<file path="src/rtl/dsw_pkg.sv">
package dsw_pkg;

  typedef enum logic [2:0] {
    ST_IDLE,
    ST_LOW,
    ST_HIGH,
    ST_CSHOLD,
    ST_GAP
  } dswState_e;

  typedef struct packed {
    logic load;   // capture code, drop select
    logic rise;   // raise serial clock
    logic fall;   // lower serial clock
    logic shift;  // advance to next data bit
    logic csOff;  // raise select to latch the code
  } dswStrobe_t;

endpackage

</file>
<file path="src/rtl/dsw_ctrl.sv">
module dsw_ctrl
  import dsw_pkg::*;
#(
  parameter int HIGH_CYC = 3,
  parameter int LOW_CYC  = 3,
  parameter int CSH_CYC  = 3,
  parameter int GAP_CYC  = 3
) (
  input  logic       clk,
  input  logic       rst,
  input  logic       codeValid,
  input  logic       lastBit,
  output logic       codeReady,
  output dswStrobe_t stb
);

  localparam int MAX_AB = (HIGH_CYC > LOW_CYC) ? HIGH_CYC : LOW_CYC;
  localparam int MAX_CD = (CSH_CYC > GAP_CYC) ? CSH_CYC : GAP_CYC;
  localparam int MAX_CYC = (MAX_AB > MAX_CD) ? MAX_AB : MAX_CD;
  localparam int CNT_W = $clog2(MAX_CYC + 1);

  localparam logic [CNT_W-1:0] HIGH_LD = CNT_W'(HIGH_CYC - 1);
  localparam logic [CNT_W-1:0] LOW_LD  = CNT_W'(LOW_CYC - 1);
  localparam logic [CNT_W-1:0] CSH_LD  = CNT_W'(CSH_CYC - 1);
  localparam logic [CNT_W-1:0] GAP_LD  = CNT_W'(GAP_CYC - 1);

  dswState_e state;
  logic [CNT_W-1:0] cnt;
  logic cntDone;

  assign cntDone   = (cnt == '0);
  assign codeReady = (state == ST_IDLE);

  always_comb begin
    stb = '0;
    case (state)
      ST_IDLE:   stb.load = codeValid;
      ST_LOW:    stb.rise = cntDone;
      ST_HIGH: begin
        stb.fall  = cntDone;
        stb.shift = cntDone && !lastBit;
      end
      ST_CSHOLD: stb.csOff = cntDone;
      default:   stb = '0;
    endcase
  end

  always_ff @(posedge clk) begin
    if (rst) begin
      state <= ST_IDLE;
      cnt   <= '0;
    end else begin
      case (state)
        ST_IDLE: begin
          if (codeValid) begin
            state <= ST_LOW;
            cnt   <= LOW_LD;
          end
        end
        ST_LOW: begin
          if (cntDone) begin
            state <= ST_HIGH;
            cnt   <= HIGH_LD;
          end else begin
            cnt <= cnt - 1'b1;
          end
        end
        ST_HIGH: begin
          if (cntDone) begin
            if (lastBit) begin
              state <= ST_CSHOLD;
              cnt   <= CSH_LD;
            end else begin
              state <= ST_LOW;
              cnt   <= LOW_LD;
            end
          end else begin
            cnt <= cnt - 1'b1;
          end
        end
        ST_CSHOLD: begin
          if (cntDone) begin
            state <= ST_GAP;
            cnt   <= GAP_LD;
          end else begin
            cnt <= cnt - 1'b1;
          end
        end
        ST_GAP: begin
          if (cntDone) state <= ST_IDLE;
          else         cnt <= cnt - 1'b1;
        end
        default: state <= ST_IDLE;
      endcase
    end
  end

  // a high phase never counts beyond its programmed length
  assert_high_count_R3: assert property (@(posedge clk) disable iff (rst)
    (state == ST_HIGH) |-> (cnt <= HIGH_LD));

  // once a code is taken the controller is busy on the next cycle
  assert_busy_after_load_R7: assert property (@(posedge clk) disable iff (rst)
    stb.load |=> !codeReady);

endmodule

</file>
<file path="src/rtl/dsw_datapath.sv">
module dsw_datapath
  import dsw_pkg::*;
#(
  parameter int CODE_W  = 14,
  parameter int FRAME_W = 16
) (
  input  logic              clk,
  input  logic              rst,
  input  dswStrobe_t        stb,
  input  logic [CODE_W-1:0] codeIn,
  output logic              sclk,
  output logic              sdo,
  output logic              csN,
  output logic              lastBit
);

  localparam int PAD_W = FRAME_W - CODE_W;
  localparam int BIT_W = $clog2(FRAME_W + 1);

  logic [FRAME_W-1:0] shiftReg;
  logic [BIT_W-1:0]   bitsLeft;
  logic [FRAME_W-1:0] frameWord;

  generate
    if (PAD_W > 0) begin : g_pad
      assign frameWord = {{PAD_W{1'b0}}, codeIn};
    end else begin : g_nopad
      assign frameWord = codeIn[FRAME_W-1:0];
    end
  endgenerate

  assign sdo     = shiftReg[FRAME_W-1];
  assign lastBit = (bitsLeft == BIT_W'(1));

  always_ff @(posedge clk) begin
    if (rst) begin
      shiftReg <= '0;
      bitsLeft <= '0;
      sclk     <= 1'b0;
      csN      <= 1'b1;
    end else begin
      if (stb.load) begin
        shiftReg <= frameWord;
        bitsLeft <= BIT_W'(FRAME_W);
        csN      <= 1'b0;
      end else if (stb.shift) begin
        shiftReg <= {shiftReg[FRAME_W-2:0], 1'b0};
      end
      if (stb.rise) sclk <= 1'b1;
      if (stb.fall) begin
        sclk     <= 1'b0;
        bitsLeft <= bitsLeft - 1'b1;
      end
      if (stb.csOff) csN <= 1'b1;
    end
  end

  // a clock pulse is requested only inside a frame with bits remaining
  assert_rise_in_frame_R2: assert property (@(posedge clk) disable iff (rst)
    stb.rise |-> (!csN && bitsLeft != '0));

  // the serial clock rests low while select is high
  assert_sclk_idle_low_R6: assert property (@(posedge clk) disable iff (rst)
    csN |-> !sclk);

  // data holds through a high phase
  assert_sdo_hold_R4: assert property (@(posedge clk) disable iff (rst)
    (sclk && $past(sclk)) |-> $stable(sdo));

endmodule

</file>
<file path="src/rtl/dac_serial_writer.sv">
module dac_serial_writer
  import dsw_pkg::*;
#(
  parameter int CODE_W   = 14,
  parameter int FRAME_W  = 16,
  parameter int HIGH_CYC = 3,
  parameter int LOW_CYC  = 3,
  parameter int CSH_CYC  = 3,
  parameter int GAP_CYC  = 3
) (
  input  logic              clk,
  input  logic              rst,
  input  logic              codeValid,
  input  logic [CODE_W-1:0] codeIn,
  output logic              codeReady,
  output logic              sclk,
  output logic              sdo,
  output logic              csN
);

  dswStrobe_t stb;
  logic lastBit;

  dsw_ctrl #(
    .HIGH_CYC(HIGH_CYC),
    .LOW_CYC (LOW_CYC),
    .CSH_CYC (CSH_CYC),
    .GAP_CYC (GAP_CYC)
  ) ctrl (
    .clk      (clk),
    .rst      (rst),
    .codeValid(codeValid),
    .lastBit  (lastBit),
    .codeReady(codeReady),
    .stb      (stb)
  );

  dsw_datapath #(
    .CODE_W (CODE_W),
    .FRAME_W(FRAME_W)
  ) dp (
    .clk    (clk),
    .rst    (rst),
    .stb    (stb),
    .codeIn (codeIn),
    .sclk   (sclk),
    .sdo    (sdo),
    .csN    (csN),
    .lastBit(lastBit)
  );

  // a ready controller has select high and the clock parked low
  assert_ready_idle_R7: assert property (@(posedge clk) disable iff (rst)
    codeReady |-> (csN && !sclk));

endmodule

</file>
<file path="config.mk">
export PLATFORM = sky130hd
export DESIGN_NAME = dac_serial_writer
export DESIGN_NICKNAME = d
export VERILOG_FILES = /design/src/rtl/dsw_pkg.sv /design/src/rtl/dsw_ctrl.sv /design/src/rtl/dsw_datapath.sv /design/src/rtl/dac_serial_writer.sv
export SDC_FILE = /design/constraint.sdc
export NUM_CORES = 1
export LEC_CHECK = 0
export BUFFER_PORTS_ARGS = -buffer_cell sky130_fd_sc_hd__buf_2
export CORE_ASPECT_RATIO = 1.1
export CORE_MARGIN = 2
export CORE_UTILIZATION = 41
export DETAILED_ROUTE_END_ITERATION = 8
export HOLD_SLACK_MARGIN = 0.08
export PLACE_DENSITY = 0.57
export SYNTH_ARGS = -nofsm -noshare
export SYNTH_HDL_FRONTEND = slang
export SYNTH_SLANG_ARGS = --single-unit
</file>
<file path="constraint.sdc">
create_clock -name clk -period 2.3 [get_ports clk]
set_input_delay 0.115 -clock clk [delete_from_list [all_inputs] [get_ports clk]]
set_output_delay 0.115 -clock clk [all_outputs]
set_load 0.01 [all_outputs]
</file>
==> results.cfg <==
[setup_path]
crit_fanout = 16
required_ns = 2.55
cp-end-kind = flip-flop
cpPeakStageDelay_ns = 0.73
r2r_end = ctrl.state[1]
crit_buf_inv = 1
worstSetupStartpointType = flip-flop
path_cells = inv_1, ha_1, or4b_1, o211a_1, nor4_2
timing.rr.start = dp.bitsLeft[1]
reg2reg_depth = 5
crit_path_top_delay_cell = or4b_1
crit_arrival_ns = 2.18
worstSetupPathType = flip-flop to flip-flop
rrSetupSlack_ns = 0.37
critPathTopFamily = simple AND/OR/NAND/NOR gates

[place]
port_buffers = 20
dpl.hpwl_mm = 2.10
gp_congestion = 0.742
placed_area_um2 = 1570

[yosys]
synth-warning-count = 0
synthFlopType = dfxtp_1
ys_types = 38
ys_seq_elements = 28
synth_xor_area_frac = 0
synth_compound_area_frac = 0.200
async_flop_share = 0
yosys.area.top_type = dfxtp_1
avgSynthCellArea_um2 = 8.52
syn_inst = 169
synth_most_common_cell = dfxtp_1
synth-edff-count = 0
synth_top_family_by_area = simple AND/OR/NAND/NOR gates
netlist_top_cells_count = dfxtp_1 (28), a211oi_1 (17), nor2_1 (15)
yosys.area_share.simple = 0.292
synth_mux_area_frac = 0.0148
synth_area_um2 = 1440
synth_area_leaders = dfxtp_1 (39%), a211oi_1 (8.9%), nor4_1 (5.6%)
synth.net_count = 190
synth_top_cell_area_share = 0.389
ys_seq_area_frac = 0.389
synthAdderAreaFrac = 0.0348

[power_and_ir_drop]
clkPwrFrac = 0.187
p_int_mw = 0.868
switchingPower_mw = 0.443
pwr-share-seq = 0.493
switching_share = 0.338
power_frac_comb = 0.321
power_density_nw_per_um2 = 751
vdd_drop_max_mv = 0.314
p_leak_nw = 0.678

[clocking]
hold_buffers = 14
clock_path_buffers = 2
cts_tree = done
clkSlewWorstSetupHoldPaths_ns = 0.16
h-tree-depth = 1
post_cts_buffers = 0
cts_buffers = 3
insertion_delay_ns = 0.33
cts_sinks = 28
clock_tree.root_cell = clkbuf_4
cts_resized = 0

[run]
maxCapViolCount = 0

[final_layout]
fin_util = 0.519
layout-drive-gt1-share = 0.194
final_nets = 218
stdcell_area_um2 = 1740
diodes = 0
area_growth_syn_to_layout_pct = 21.1

[route]
dr.pass1.iters = 4
drtIter0Drc = 46
via_per_inst = 5.34
wl_per_cell_um = 13.0
ant_nets = 0
drc = 0
postRouteWirelength_mm = 3.17
vias = 1303

[die]
io_pins = 21
row_count = 22
coreArea_um2 = 3360
fp.dieW_um = 60.5
start_util = 0.429
die_h_um = 66.2
dieArea_um2 = 4000

[sta]
tightest_slew_ns = 0.681
max_slew_margin = 0.546
setup_viol = 0
skew_ns = 0.00872
rsz0062_at_grt = false
fin_setup_tns_ns = 0
slew_violations = 0
hold_violations = 0
period_needed_ns = 1.93
finalCritPeriodShare = 0.839
fmax_mhz = 518

[min_path]
whs_path_depth = 2
hp-start = rst
hold_path.class = primary input to flip-flop
whs_endpoint = dp.bitsLeft[0]

[global_routing]
grt_max_degree = 27
grtUsageTotal = 0.174
first_global_vias = 1239
overflow = 0
grt_first_pass_wirelength_mm = 5.40
antenna_found_initial = 0

[run_status]
status = finished, final reports clean
==> worst register-to-register path, stage by stage (launching register included) <==
cell and delay (ns):
dfxtp_1 0.36, inv_1 0.08, ha_1 0.15, or4b_1 0.73
o211a_1 0.34, nor4_2 0.19
==> layout by cell type, fill, tap and decap left out, types with 2 or more instances in the layout <==
cell	n
nor3_1	14
o21ai_0	4
dfxtp_1	28
a21oi_1	12
or4b_1	2
dlygate4sd3_1	14
a211oi_1	17
buf_4	6
buf_2	20
ha_1	4
clkbuf_4	3
nor4_1	13
or3_1	3
nand2b_1	3
nand3_1	4
nor4b_2	3
nand2_1	4
a21o_1	2
inv_1	6
nor2_1	15
==> worst max-delay path by stage <==
stage / start / endpoint / slack, ns / cells after the start
floorplan: dp.bitsLeft[1] / dp.shiftReg[10] / 0.69 / 7
global placement: dp.bitsLeft[1] / ctrl.state[1] / 0.49 / 5
detailed placement: dp.bitsLeft[1] / ctrl.state[1] / 0.40 / 5
CTS: dp.bitsLeft[1] / ctrl.state[1] / 0.39 / 5
global route: dp.bitsLeft[0] / ctrl.state[1] / 0.26 / 4
finish: dp.bitsLeft[1] / ctrl.state[1] / 0.37 / 5
==> layer usage <==
metal	up-vias	wire [µm]	GRT usage
met5	-	0	0
met2	15	1510	0.306
met4	0	23	0.0571
li1	686	-	-
met3	2	73	0.0176
met1	600	1570	0.219
==> stage by stage <==
stage	total power [mW]	worst slack [ns]	hold WS, ns	instances
global placement	1.05	0.490	0.373	226
CTS	1.32	0.387	0.239	244
detailed placement	1.06	0.405	0.370	226
finish	1.31	0.370	0.250	244
floorplan	0.954	0.690	0.251	169
global route	1.41	0.265	0.258	244
==> sequential cells by signal, summed over array words and instances, names as in the netlist <==
signal	cells
dp.shiftReg	16
dp.bitsLeft	5
ctrl.state	3
ctrl.cnt	2
dp.csN	1
dp.sclk	1
==> cell families (layout without fill, tap and decap cells) <==
logic type	Yosys count	in the layout
AO/OA/AOI/OAI	43	43
multiplexers	2	2
flip-flops	28	28
AND/OR/NAND/NOR	69	69
adder cells (fa/ha/maj)	4	4
buffers and inverters	23	50
==> layout make-up <==
cell class,instances,area (µm²)
fill,340,1610
multi-input combinational,118,779
sequential,28,561
timing repair buffer,40,285
tap,48,60.1
clock buffer,4,36.3
inverter,6,22.5
==> power groups by stage <==
stage          sequential [mW]  combinational (mW)  clock, mW
2_1_floorplan            0.629               0.325          0
3_3_place_gp             0.654               0.395          0
3_5_place_dp             0.657               0.406          0
4_1_cts                  0.646               0.426      0.252
5_1_grt                  0.661               0.475      0.279
6_report                 0.646               0.420      0.245
Power figures use the tool's default switching activity.
